File: src/rtl/capture_pkg.sv
package capture_pkg;
  // Strobes from the trigger control to the datapath, valid for one cycle.
  typedef struct packed {
    logic capture;  // load the capture register this cycle
    logic blocked;  // a qualifying edge was refused
  } capStrobe_t;
endpackage

File: src/rtl/cap_edge_sync.sv
module cap_edge_sync #(
  parameter int NUM_LINES   = 4,
  parameter int SYNC_STAGES = 2
) (
  input  logic                 clk,
  input  logic                 rstN,
  input  logic [NUM_LINES-1:0] lineIn,
  output logic [NUM_LINES-1:0] riseP,
  output logic [NUM_LINES-1:0] fallP
);
  localparam int LAST = SYNC_STAGES - 1;

  for (genvar g = 0; g < NUM_LINES; g++) begin : g_line
    logic [SYNC_STAGES-1:0] syncQ;
    logic                   prevQ;

    always_ff @(posedge clk or negedge rstN) begin
      if (!rstN) begin
        syncQ <= '0;
        prevQ <= 1'b0;
      end else begin
        syncQ <= {syncQ[SYNC_STAGES-2:0], lineIn[g]};
        prevQ <= syncQ[LAST];
      end
    end

    assign riseP[g] =  syncQ[LAST] & ~prevQ;
    assign fallP[g] = ~syncQ[LAST] &  prevQ;
  end
endmodule

File: src/rtl/cap_ctrl.sv
module cap_ctrl
  import capture_pkg::*;
#(
  parameter int             NUM_LINES = 4,
  parameter logic [NUM_LINES-1:0] DUAL_MASK = 4'b1100,
  localparam int            SEL_W     = $clog2(NUM_LINES)
) (
  input  logic [NUM_LINES-1:0] riseP,
  input  logic [NUM_LINES-1:0] fallP,
  input  logic [SEL_W-1:0]     srcSel,
  input  logic                 singleEdge,
  input  logic [NUM_LINES-1:0] edgePol,
  input  logic [NUM_LINES-1:0] dualIrqEn,
  input  logic                 capWr,
  output capStrobe_t           strobe
);
  logic selRise, selFall, selPol, hwHit, lineBlocked;

  always_comb begin
    selRise     = riseP[srcSel];
    selFall     = fallP[srcSel];
    selPol      = edgePol[srcSel];
    lineBlocked = DUAL_MASK[srcSel] & dualIrqEn[srcSel];
    if (singleEdge) hwHit = selPol ? selRise : selFall;
    else            hwHit = selRise | selFall;
    strobe.capture = (hwHit & ~lineBlocked) | capWr;
    strobe.blocked = hwHit & lineBlocked;
  end
endmodule

File: src/rtl/cap_datapath.sv
module cap_datapath
  import capture_pkg::*;
#(
  parameter int CNT_W = 16
) (
  input  logic             clk,
  input  logic             rstN,
  input  logic             cntEn,
  input  capStrobe_t       strobe,
  input  logic             flagClr,
  output logic [CNT_W-1:0] count,
  output logic [CNT_W-1:0] capValue,
  output logic             capFlag,
  output logic             overrun,
  output logic             capBlocked
);
  always_ff @(posedge clk or negedge rstN) begin
    if (!rstN) begin
      count      <= '0;
      capValue   <= '0;
      capFlag    <= 1'b0;
      overrun    <= 1'b0;
      capBlocked <= 1'b0;
    end else begin
      if (cntEn) count <= count + 1'b1;
      if (strobe.capture) capValue <= count;
      capBlocked <= strobe.blocked;
      if (strobe.capture)   capFlag <= 1'b1;
      else if (flagClr)     capFlag <= 1'b0;
      if (strobe.capture && capFlag) overrun <= 1'b1;
      else if (flagClr)              overrun <= 1'b0;
    end
  end
endmodule

File: src/rtl/capture_unit.sv
module capture_unit
  import capture_pkg::*;
#(
  parameter int CNT_W        = 16,
  parameter int NUM_LINES    = 4,
  parameter int SYNC_STAGES  = 2,
  parameter bit TIMER_ON_OSC = 1'b1,
  localparam int SEL_W       = $clog2(NUM_LINES)
) (
  input  logic                 oscClk,
  input  logic                 sysClk,
  input  logic                 rstN,
  input  logic                 cntEn,
  input  logic [NUM_LINES-1:0] irqIn,
  input  logic [SEL_W-1:0]     srcSel,
  input  logic                 singleEdge,
  input  logic [NUM_LINES-1:0] edgePol,
  input  logic [NUM_LINES-1:0] dualIrqEn,
  input  logic                 capWr,
  input  logic                 flagClr,
  output logic [CNT_W-1:0]     count,
  output logic [CNT_W-1:0]     capValue,
  output logic                 capFlag,
  output logic                 overrun,
  output logic                 capBlocked
);
  logic                 capClk;
  logic [NUM_LINES-1:0] riseP, fallP;
  capStrobe_t           strobe;

  assign capClk = TIMER_ON_OSC ? oscClk : sysClk;

  cap_edge_sync #(.NUM_LINES(NUM_LINES), .SYNC_STAGES(SYNC_STAGES)) u_sync (
    .clk(capClk), .rstN(rstN), .lineIn(irqIn), .riseP(riseP), .fallP(fallP)
  );

  cap_ctrl #(.NUM_LINES(NUM_LINES)) u_ctrl (
    .riseP(riseP), .fallP(fallP), .srcSel(srcSel), .singleEdge(singleEdge),
    .edgePol(edgePol), .dualIrqEn(dualIrqEn), .capWr(capWr), .strobe(strobe)
  );

  cap_datapath #(.CNT_W(CNT_W)) u_dp (
    .clk(capClk), .rstN(rstN), .cntEn(cntEn), .strobe(strobe), .flagClr(flagClr),
    .count(count), .capValue(capValue), .capFlag(capFlag), .overrun(overrun),
    .capBlocked(capBlocked)
  );
endmodule

File: config.mk
export PLATFORM = sky130hd
export DESIGN_NAME = capture_unit
export DESIGN_NICKNAME = d
export VERILOG_FILES = /design/src/rtl/capture_pkg.sv /design/src/rtl/cap_edge_sync.sv /design/src/rtl/cap_ctrl.sv /design/src/rtl/cap_datapath.sv /design/src/rtl/capture_unit.sv
export SDC_FILE = /design/constraint.sdc
export NUM_CORES = 1
export LEC_CHECK = 0
export BUFFER_PORTS_ARGS = -buffer_cell sky130_fd_sc_hd__buf_4
export CAP_MARGIN = 20
export CELL_PAD_IN_SITES_DETAIL_PLACEMENT = 0
export CELL_PAD_IN_SITES_GLOBAL_PLACEMENT = 1
export CORE_MARGIN = 2
export CORE_UTILIZATION = 40
export DETAILED_ROUTE_END_ITERATION = 16
export GPL_ROUTABILITY_DRIVEN = 1
export PLACE_DENSITY_LB_ADDON = 0.1
export SLEW_MARGIN = 20
export SYNTH_ARGS = -nofsm -noshare
export SYNTH_HDL_FRONTEND = slang
export SYNTH_HIERARCHICAL = 1
export SYNTH_SLANG_ARGS = --single-unit
File: constraint.sdc
create_clock -name oscClk -period 2.4 [get_ports oscClk]
set_clock_uncertainty 0.15 [all_clocks]
set_input_delay 0.24 -clock oscClk [delete_from_list [all_inputs] [get_ports oscClk]]
set_output_delay 0.24 -clock oscClk [all_outputs]
set_load 0.1 [all_outputs]
* Yosys cells after proc, flatten, opt, wreduce, memory -nomap -nowiden
Cells that the tools add are included.
** Storage, ports and cells
- Output and inout bits :: 35
- Input port bits :: 21
- Logic and storage cells :: 55
- Register bits after elaboration :: 47
** Cells by class
- Magnitude comparators :: 1
- Muxes and demuxes :: 15
- Bitwise gates (word level) :: 22
- Reductions and logical operators :: 3
- Add/sub/neg operators :: 1
** Operators by type and width (number)
- $add A16 B1 Y16 const B :: 1
- $and A1 B1 Y1 :: 11
- $bmux W1 S2 :: 5
- $mux W1 :: 10
- $not A1 Y1 :: 9
- $reduce_bool A2 Y1 :: 2
- $lt A2 B3 Y1 const B :: 1
- $or A1 B1 Y1 :: 2
- $logic_and A1 B1 Y1 :: 1

* Longest topological paths before layout
Gate-level depths: netlist (run 1).
- Word-level depth :: 10
- Mapped depth :: 8
- Depth with buffers taken out :: 6

* Hierarchy
Netlist (run 1), hierarchy kept.
** By module, submodules not included
- cap_datapath :: seq. area each 875.8 µm², instances 1, cells an instance 99, area an instance 1432.6 µm²
- cap_edge_sync :: seq. area each 300.3 µm², instances 1, cells an instance 20, area an instance 350.3 µm²
- cap_ctrl :: seq. area each 0.0 µm², instances 1, cells an instance 19, area an instance 131.4 µm²

* Worst setup path after synthesis (run 1)
Ideal clock, no wire load.
- Path type :: reg2reg
- From :: reg u_dp.count[0]
- To :: reg u_dp.count[12]
- Setup time :: 0.163 ns
- Stages on the path, launching flop included :: 5
- Required time :: 2.087 ns
- Arrival time :: 1.921 ns
- Slack :: 0.166 ns
- Period minus slack after synthesis :: 2.234 ns
- Path buffers :: 0
- Path through :: dfrtp_1 ha_1 nand3_2 nor4_1 xor2_1
** Between the ends
- Word-level cells in the longest chain between the ends :: 1
** RTL lines
- from (decl) :: RTL line cap_datapath.sv:11 : output logic [CNT_W-1:0] count,
- from (signal assigned) :: RTL line cap_datapath.sv:25 : if (cntEn) count <= count + 1'b1;
- $add A16 B1 Y16 :: RTL line cap_datapath.sv:25
No other way between the ends.
A chain may end at the register's enable or synchronous reset.

==> impl_metrics.toml, run 1 <==
[cells_and_area]
nets = 223
drive_above_1_share = 0.3713
nFillCells = 433
syn2layout_area_growth_pct = 31.63
diodes = 0

[global_route]
grt_pass1_vias = 1273
antenna_found_initial = 0
grt_max_degree = 48
grt_util_all_layers = 0.1474
grt_pass1_wl_um = 5954
overflow = 0

[clock_network]
clock_latency_ns = 0.29
cts_max_level = 2
clk_path_buf_depth = 2
postCtsSetupBuffers = 0
cts.sinks = 47
clkSlewWorstSetupHoldPaths_ns = 0.08
cts_tree = "yes"
cts-root-buf = "clkbuf_8"
numCtsBuffers = 5

[yosys]
ys_ff_latch = 47
synth_seq_area_share = 0.6144
mappedNetlistArea_um2 = 1914
postSynthCellCount = 138
synthesis.nets = 160
ys_types = 32
yosysWarnings = 6
avgSynthCellArea_um2 = 13.87

[floorplanning]
die_h_um = 73.18
die-area_um2 = 5355
start_util = 0.4107
io-pin-count = 56
core_area_um2 = 4661
die-width_um = 73.18
rows = 25

[critical_path]
endpoint_kind = "register"
critical_path.reg2reg.startpoint = "u_sync/g_line[3].prevQ$_DFF_PN0_"
critPathMaxFanout = 18
cp.arrival_ns = 2.10
crit_required_ns = 2.42
cp-start-kind = "register"
setup.worst_path.class = "register to register"
startpoint = "u_sync/g_line[3].prevQ$_DFF_PN0_"

[timing]
maxSlewHeadroom = 0.6150
setup_tns_ns = 0
holdWs_ns = 0.04029
drv_slew = 0
fin_crit_ns = 2.079
worst_pin_slew_ns = 0.5774
post-route-period-util = 0.8661
setup_viol = 0
max_freq_mhz = 481.1
rsz0062_at_grt = "false"
finalHoldViolCount = 0

[power]
total_power_uw = 2881
ir_drop_v = 0.001248
powerDensity_nw_per_um2 = 1143
p_leak_uw = 0.001234

[min_path]
worstHoldPathType = "input port to register"
hold_start = "cntEn"

[route]
dr.pass1.iters = 4
drt_iter0_markers = 26
wl_per_cell_um = 14.20
wl_um = 3635
via_count = 1285
via_per_inst = 5.020
drc = 0
ant_nets = 0

[placement]
gp_congestion = 0.7956
dp_hpwl_um = 2511
placement.io_buffers = 52

[status]
status = "finished clean"

[run]
drv_cap = 0
logic make-up (layout without fill, tap and decap cells):
logic type / Yosys count / count (layout) / synth area share
fa+ha+maj: 1 / 1 / 0.006535
buf+inv: 6 / 70 / 0.01307
compound gates: 12 / 12 / 0.04836
xor+xnor: 15 / 15 / 0.06862
simple gates: 39 / 39 / 0.1438
flops: 47 / 47 / 0.6144
mux: 18 / 18 / 0.1052
sequential cells by signal, indices dropped and copies added (netlist names):
register,count
u_dp/capValue,16
u_dp/capBlocked,1
u_dp/capFlag,1
u_sync/g_line.syncQ,8
u_dp/overrun,1
u_dp/count,16
u_sync/g_line.prevQ,4
through the flow:
step / std cells / utilization / worst slack (ns) / instance area [um2]
after detailed placement: 243 / 0.5085 / 0.3203 / 2370
after global routing: 256 / 0.5407 / 0.1565 / 2520
final: 256 / 0.5407 / 0.3213 / 2520
after CTS: 256 / 0.5407 / 0.3086 / 2520
after floorplan: 138 / - / 0.1659 / 1914
after global placement: 243 / 0.5085 / 0.3680 / 2370
area by class of cell:
class                           instances  area (um2)  share of cell area
Timing Repair Buffer                   58       447.9              0.1778
Inverter                                4       15.01            0.005958
Tap cell                               54       67.56             0.02681
Clock buffer                            8       100.1             0.03972
Sequential cell                        47        1176              0.4667
Multi-Input combinational cell         85       713.2              0.2830
report_power, final:
part	internal (uW)	leakage (uW)	switching [uW]
clock network	263	0.0000515	245
logic	285	0.000595	1030
registers	918	0.000588	144
total	1470	0.00123	1420
routing by layer:
layer / wire, um / track usage / part of all wire / vias to the layer above
met3: 205 / 0.04558 / 0.056 / 5
met1: 1550 / 0.1781 / 0.43 / 637
met5: 0 / 0 / 0 / -
li1: - / - / - / 611
met4: 59 / 0.06173 / 0.016 / 0
met2: 1819 / 0.2432 / 0.50 / 32
worst paths after layout:
kind                                                             to  cells past startpoint  slack (ns)
worst max-delay path                   u_dp/capValue[8]$_DFFE_PN0P_                      7        0.32
worst max register to register         u_dp/capValue[8]$_DFFE_PN0P_                      7        0.32
worst min register to register  u_sync/g_line[1].syncQ[1]$_DFF_PN0_                      0        0.20
max in group asynchronous       u_sync/g_line[0].syncQ[0]$_DFF_PN0_                      2        1.37
worst min-delay path                      u_dp/count[0]$_DFFE_PN0P_                      2        0.04
min in group asynchronous          u_sync/g_line[2].prevQ$_DFF_PN0_                      2        0.34
placed cells by master (no fill, tap or decap), drive strengths merged:
cell type | synthesis | routed
a21boi | 2 | 2
a21o | 1 | 1
a21oi | 1 | 1
a22o | 1 | 1
a311o | 1 | 1
a32oi | 1 | 1
and2 | 1 | 1
and3b | 1 | 1
buf | 2 | 53
clkbuf | 0 | 8
dfrtp | 47 | 47
dlygate4sd3 | 0 | 5
ha | 1 | 1
inv | 4 | 4
mux2 | 17 | 17
mux2i | 1 | 1
nand2 | 7 | 7
nand3 | 4 | 4
nand4 | 5 | 5
nor2 | 3 | 3
nor2b | 8 | 8
nor3 | 1 | 1
nor4 | 7 | 7
o211ai | 2 | 2
o21ai | 1 | 1
o221ai | 2 | 2
or2b | 2 | 2
xnor2 | 4 | 4
xor2 | 11 | 11
cells in the mapped netlist:
cell / instances / area, um2
nand4_4: 1 / 21.27
or2b_1: 2 / 15.01
dfrtp_1: 47 / 1176
ha_1: 1 / 12.51
mux2_1: 10 / 112.6
a21oi_1: 1 / 5.000
and3b_1: 1 / 8.760
nand4_1: 3 / 18.77
a32oi_1: 1 / 8.760
mux2_2: 7 / 78.83
xor2_1: 11 / 96.34
nand3_1: 3 / 15.01
o221ai_1: 2 / 17.52
inv_1: 4 / 15.01
nor2_1: 3 / 11.26
nor4_2: 5 / 62.56
nor4_1: 2 / 12.51
nor2b_1: 8 / 50.05
nand4_2: 1 / 12.51
nand3_2: 1 / 10.01
o211ai_1: 2 / 15.01
nand2_1: 7 / 26.28
a311o_1: 1 / 10.01
buf_2: 2 / 10.01
a21o_1: 1 / 7.510
a21boi_0: 2 / 15.01
xnor2_1: 4 / 35.03
o21ai_0: 1 / 5.000
and2_1: 1 / 6.260
a22o_1: 1 / 8.760
mux2i_1: 1 / 10.01
nor3_1: 1 / 5.000
what timing repair did:
item                      4_1_cts  5_1_grt
resized for setup               0        0
hold endpoints to repair       51        0
hold buffers                    5        0
worst max-delay path, cell delays in order, from the launching register on:
cell	delay (ns)
dfrtp_1	0.38
nor2b_1	0.12
and2_1	0.14
a32oi_1	0.15
o211ai_1	0.13
a311o_1	0.33
buf_4	0.22
mux2_1	0.34
Note: power is estimated with default switching activity, not from simulation.
==> run 2: changes to the inputs <==
--- a/config.mk
+++ b/config.mk
@@ -6,11 +6,11 @@
 export NUM_CORES = 1
 export LEC_CHECK = 0
 export BUFFER_PORTS_ARGS = -buffer_cell sky130_fd_sc_hd__buf_4
-export CAP_MARGIN = 20
+export CAP_MARGIN = 10
 export CELL_PAD_IN_SITES_DETAIL_PLACEMENT = 0
 export CELL_PAD_IN_SITES_GLOBAL_PLACEMENT = 1
 export CORE_MARGIN = 2
-export CORE_UTILIZATION = 40
+export CORE_UTILIZATION = 36
 export DETAILED_ROUTE_END_ITERATION = 16
 export GPL_ROUTABILITY_DRIVEN = 1
 export PLACE_DENSITY_LB_ADDON = 0.1
==> constraint.sdc (replaced) <==
create_clock -name oscClk -period 1.9 [get_ports oscClk]
set_clock_uncertainty 0.15 [all_clocks]
set_input_delay 0.19 -clock oscClk [delete_from_list [all_inputs] [get_ports oscClk]]
set_output_delay 0.19 -clock oscClk [all_outputs]
set_load 0.1 [all_outputs]
==> run 2 against run 1 <==
  * The run now ends with negative setup slack left
  * Cell count increased by 6.6%
  * First-iteration DRC count rose by 77%
  * Final area grew 2.5%
  * Critical endpoint is now u_dp/capValue[1]$_DFFE_PN0P_
  * Critical path depth is the same
  * Total power up 27%
  * Wire length rose by 5.2%
  * Core utilization fell by 3.5 points
  * Sequential share of layout area shrank 0.65 points
  * Highest routed layer unchanged
  * Sequential power up 28%
  * Die area is 10% higher
  * Via count decreased by 1.2%
==> impl_metrics.toml, run 2 (same netlist as run 1, synthesis figures left out) <==
[status]
status = "complete, but fails checks"
violations = "negative setup slack"

[route]
dr.pass1.iters = 4
drt_iter0_markers = 46
via_per_inst = 4.652
wl_per_cell_um = 14.01
wl_um = 3825
drc = 0
ant_nets = 0
via_count = 1270

[clock_network]
clkSlewWorstSetupHoldPaths_ns = 0.08
clock_latency_ns = 0.29
numCtsBuffers = 5
cts.sinks = 47
cts_tree = "yes"
postCtsSetupBuffers = 0
clk_path_buf_depth = 2
cts_max_level = 2
cts-root-buf = "clkbuf_8"

[global_route]
global_route.usage.met2 = 0.2272
overflow = 0
grt_use_met3 = 0.04235
grt_busiest_layer = "met2"
grt_max_degree = 48
antenna_found_initial = 0
grt_pass1_vias = 1319
grt_util_all_layers = 0.1406
use_met1 = 0.1771
grt_pass1_wl_um = 6555

[min_path]
worstHoldPathType = "input port to register"

[critical_path]
slowest_delay_ns = 0.38
crit_chain = "nor2b_1, and2_1, a32oi_1, o211ai_1, a311o_1, buf_12, mux2_1"
critPathMaxFanout = 18
cp.arrival_ns = 2.02
setup.worst_path.class = "register to register"
endpoint_kind = "register"
slowest_stage = "dfrtp_1"
cp-start-kind = "register"
crit_required_ns = 1.93

[placement]
place_ws_ns = -0.07232
placement.io_buffers = 52
gp_congestion = 0.7334
dpl_cell_area_um2 = 2419
dp_hpwl_um = 2606

[timing]
rsz0062_at_grt = "true"
drv_slew = 0
fin_crit_ns = 1.986
finalHoldViolCount = 0
holdWs_ns = 0.01612
maxSlewHeadroom = 0.6123
post-route-period-util = 1.045
max_freq_mhz = 503.5
setup_viol = 16
worst_pin_slew_ns = 0.5816
fin_ws_ns = -0.08620

[cells_and_area]
drive_above_1_share = 0.4286
multi_input_area_um2 = 720.7
syn2layout_area_growth_pct = 34.90
reg_top3 = "u_dp/capValue x16, u_dp/count x16, u_sync/g_line.syncQ x8"
postLayoutCellArea_um2 = 2582
layout_common_cells = "buf_4, dfrtp_1, xor2_1"
diodes = 0
nFillCells = 484
layout_commonest_cell = "buf_4"
nets = 224
regArea_um2 = 1189

[floorplanning]
rows = 26
core_area_um2 = 5107
die_h_um = 76.92
die-width_um = 76.92
io-pin-count = 56
start_util = 0.3748
die-area_um2 = 5917

[power]
total_power_uw = 3673
powerDensity_nw_per_um2 = 1422
ir_drop_v = 0.001106
p_leak_uw = 0.001235

[run]
drv_cap = 0
==> run 2: cell types whose count changed in the layout (fill, tap and decap cells not counted), sizes merged <==
cell,change
dlygate4sd3,+1
==> run 2: through the flow <==
step / util / cells / TNS [ns]
2_1_floorplan: - / 138 / -0.2958
3_3_place_gp: 0.4735 / 259 / -0.6851
3_5_place_dp: 0.4735 / 259 / -0.9895
4_1_cts: 0.5049 / 273 / -1.178
5_1_grt: 0.5056 / 273 / -3.240
6_report: 0.5056 / 273 / -1.139
==> run 2: metal layers <==
metal | up-vias | wire, um
li1 | 617 | -
met3 | 5 | 189
met5 | - | 0
met2 | 32 | 1893
met1 | 616 | 1694
met4 | 0 | 47
==> run 2: power breakdown <==
part / internal, uW / switching, uW
Clock: 332 / 309
Combinational: 367 / 1300
Sequential: 1180 / 188
==> run 2: critical path: cells and delay by family (launching register included) <==
kind / cells / cell delay (ns)
buf+inv: 1 / 0.17
mux: 1 / 0.31
simple gates: 2 / 0.24
flops: 1 / 0.38
compound gates: 3 / 0.62
==> run 2: repair_timing <==
item | in CTS | in global routing
hold buffers | 6 | 0
gates cloned | 0 | 0
resized for setup | 2 | 1
setup endpoints to repair | 16 | 18
hold endpoints to repair | 52 | 0
==> run 2: final timing paths <==
path	slack, ns	from	to	cells after the start
setup / recovery	-0.09	u_sync/g_line[3].prevQ$_DFF_PN0_	u_dp/capValue[1]$_DFFE_PN0P_	7
hold / removal	0.02	srcSel[1]	u_dp/capBlocked$_DFF_PN0_	2
setup reg to reg	-0.09	u_sync/g_line[3].prevQ$_DFF_PN0_	u_dp/capValue[1]$_DFFE_PN0P_	7
min in group asynchronous	0.30	rstN	u_dp/capValue[4]$_DFFE_PN0P_	2
max in group asynchronous	0.88	rstN	u_dp/count[10]$_DFFE_PN0P_	2
hold reg to reg	0.20	u_sync/g_line[3].syncQ[0]$_DFF_PN0_	u_sync/g_line[3].syncQ[1]$_DFF_PN0_	0
==> run 2: final cells by class <==
class / count / share of cell area
clock buffers: 8 / 0.03876
repair buffers: 59 / 0.1822
well taps: 70 / 0.03391
multi-input cells: 85 / 0.2791
inverters: 4 / 0.005814
flip-flops and latches: 47 / 0.4603
==> run 3: changes to the inputs <==
--- a/config.mk
+++ b/config.mk
@@ -14,6 +14,7 @@
 export DETAILED_ROUTE_END_ITERATION = 16
 export GPL_ROUTABILITY_DRIVEN = 1
 export PLACE_DENSITY_LB_ADDON = 0.1
+export REMOVE_ABC_BUFFERS = 1
 export SLEW_MARGIN = 20
 export SYNTH_ARGS = -nofsm -noshare
 export SYNTH_HDL_FRONTEND = slang
==> run 3 against run 2 <==
  * Core utilization fell by 0.49 points
  * The run still ends with negative setup slack left
  * Cell count grew 0.37%
  * Flip-flop and latch count did not move
  * Die area stayed put
  * First-iteration DRC count rose by 17%
  * Sequential share of layout area hardly changed
==> impl_metrics.toml, run 3 (same netlist as run 1, synthesis figures left out) <==
[critical_path]
cp.arrival_ns = 2.05
cp-start-kind = "register"
crit_required_ns = 1.92
critPathMaxFanout = 18
rrSetupSlack_ns = -0.13
crit_path_end = "u_dp/capValue[9]$_DFFE_PN0P_"
worst-r2r-cell-count = 7
worstReg2RegEnd = "u_dp/capValue[9]$_DFFE_PN0P_"
startpoint = "u_sync/g_line[3].prevQ$_DFF_PN0_"
setup.worst_path.class = "register to register"
endpoint_kind = "register"
critical_path.reg2reg.startpoint = "u_sync/g_line[3].prevQ$_DFF_PN0_"

[route]
ant_nets = 0
via_count = 1300
via_per_inst = 4.745
dr.pass1.iters = 4
drc = 0
drt_iter0_markers = 54
wl_um = 3736
wl_per_cell_um = 13.64

[power]
ir_drop_v = 0.001403
clkPwrFrac = 0.157
powerDensity_nw_per_um2 = 1403
pwr-share-comb = 0.473
power.share.switching = 0.4987
p_leak_uw = 0.001242
seqPwrFrac = 0.370
power.switching_uw = 1789
p_int_uw = 1799

[clock_network]
numCtsBuffers = 5
clkSlewWorstSetupHoldPaths_ns = 0.08
postCtsSetupBuffers = 0
cts-root-buf = "clkbuf_8"
clock_latency_ns = 0.29
cts_max_level = 2
cts.sinks = 47
cts_tree = "yes"
clk_path_buf_depth = 2

[run]
drv_cap = 0

[timing]
setup_viol = 17
max_freq_mhz = 493.3
rsz0062_at_grt = "true"
maxSlewHeadroom = 0.6074
holdWs_ns = 0.02009
finalHoldViolCount = 0
setup_tns_ns = -1.724
fin_crit_ns = 2.027
worst_pin_slew_ns = 0.5889
fin_ws_ns = -0.1272
post-route-period-util = 1.067
drv_slew = 0

[cells_and_area]
nFillCells = 482
syn2layout_area_growth_pct = 33.59
reg_top3 = "u_dp/capValue x16, u_dp/count x16, u_sync/g_line.syncQ x8"
final_util = 0.5007
drive_above_1_share = 0.3775
layout_commonest_cell = "buf_4"
multi_input_area_um2 = 719.4
regArea_um2 = 1176
diodes = 0
layout_common_cells = "buf_4, dfrtp_1, xor2_1"
nets = 225
postLayoutCellArea_um2 = 2557

[global_route]
grt_pass1_vias = 1320
overflow = 0
antenna_found_initial = 0
grt_pass1_wl_um = 6527
grt_util_all_layers = 0.1386
grt_max_degree = 48

[floorplanning]
core_area_um2 = 5107
io-pin-count = 56
die-area_um2 = 5917
rows = 26
die_h_um = 76.92
start_util = 0.3748
die-width_um = 76.92

[placement]
dp_hpwl_um = 2609
placement.io_buffers = 52
dpl_cell_area_um2 = 2410
gp_congestion = 0.7157

[status]
status = "complete, but fails checks"
violations = "negative setup slack"

[min_path]
worstHoldPathType = "input port to register"
run 3: cell types whose count changed in the layout (fill, tap and decap cells not counted):
cell	change
buf_4	+1
clkbuf_1	+1
clkbuf_8	-2
clkinv_2	+1
dfrtp_1	+10
dfrtp_2	-10
mux2_1	+1
mux2_4	-1
nor2b_1	-1
nor2b_2	+1
run 3: per-stage QoR:
stage	worst slack [ns]	total power, uW	std cells
2_1_floorplan	-0.3341	2634	136
3_3_place_gp	-0.1070	3029	260
3_5_place_dp	-0.1559	3048	260
4_1_cts	-0.1221	3641	274
5_1_grt	-0.2377	3750	274
6_report	-0.1272	3588	274
run 3: cell type report:
class | count | share of cell area
inverters | 4 | 0.005871
clock inverters | 1 | 0.001957
well taps | 70 | 0.03425
flip-flops and latches | 47 | 0.4599
multi-input cells | 85 | 0.2813
repair buffers | 60 | 0.1869
clock buffers | 7 | 0.02984
run 3: what timing repair did:
action                                  4_1_cts  5_1_grt
pin swaps                                     1        0
hold buffers                                  6        0
endpoints found under the setup margin       18       18
gates resized for setup                       3        1
hold endpoints to repair                     52        0
run 3: power by group through the flow:
stage	Combinational, uW	Sequential [uW]	Clock (uW)
floorplan	227	2410	0
global placement	1690	1340	0
detailed placement	1700	1350	0
CTS	1710	1330	597
global route	1760	1360	634
finish	1700	1330	562
run 3: layer usage:
layer / share of wire / track usage / vias up
li1: - / - / 622
met1: 0.43 / 0.1733 / 640
met2: 0.49 / 0.2263 / 33
met3: 0.059 / 0.04706 / 5
met4: 0.014 / 0.04364 / 0
met5: 0 / 0 / -
run 3: worst min path at each step:
stage	depth (start not counted)	slack, ns	startpoint	to
3_5_place_dp	1	0.09	rstN	u_dp/count[2]$_DFFE_PN0P_
2_1_floorplan	0	-0.26	rstN	u_dp/capBlocked$_DFF_PN0_
3_3_place_gp	1	0.08	rstN	u_dp/capValue[3]$_DFFE_PN0P_
5_1_grt	2	0.007	srcSel[1]	u_dp/capBlocked$_DFF_PN0_
6_report	2	0.02	srcSel[1]	u_dp/capBlocked$_DFF_PN0_
4_1_cts	2	0.007	srcSel[1]	u_dp/capBlocked$_DFF_PN0_
run 3: critical path: stages (launching register included):
cell and delay, ns:
dfrtp_1 0.39, nor2b_1 0.13, and2_1 0.14, a32oi_1 0.16, o211ai_1 0.14, a311o_1 0.32
buf_12 0.17, mux2_1 0.31
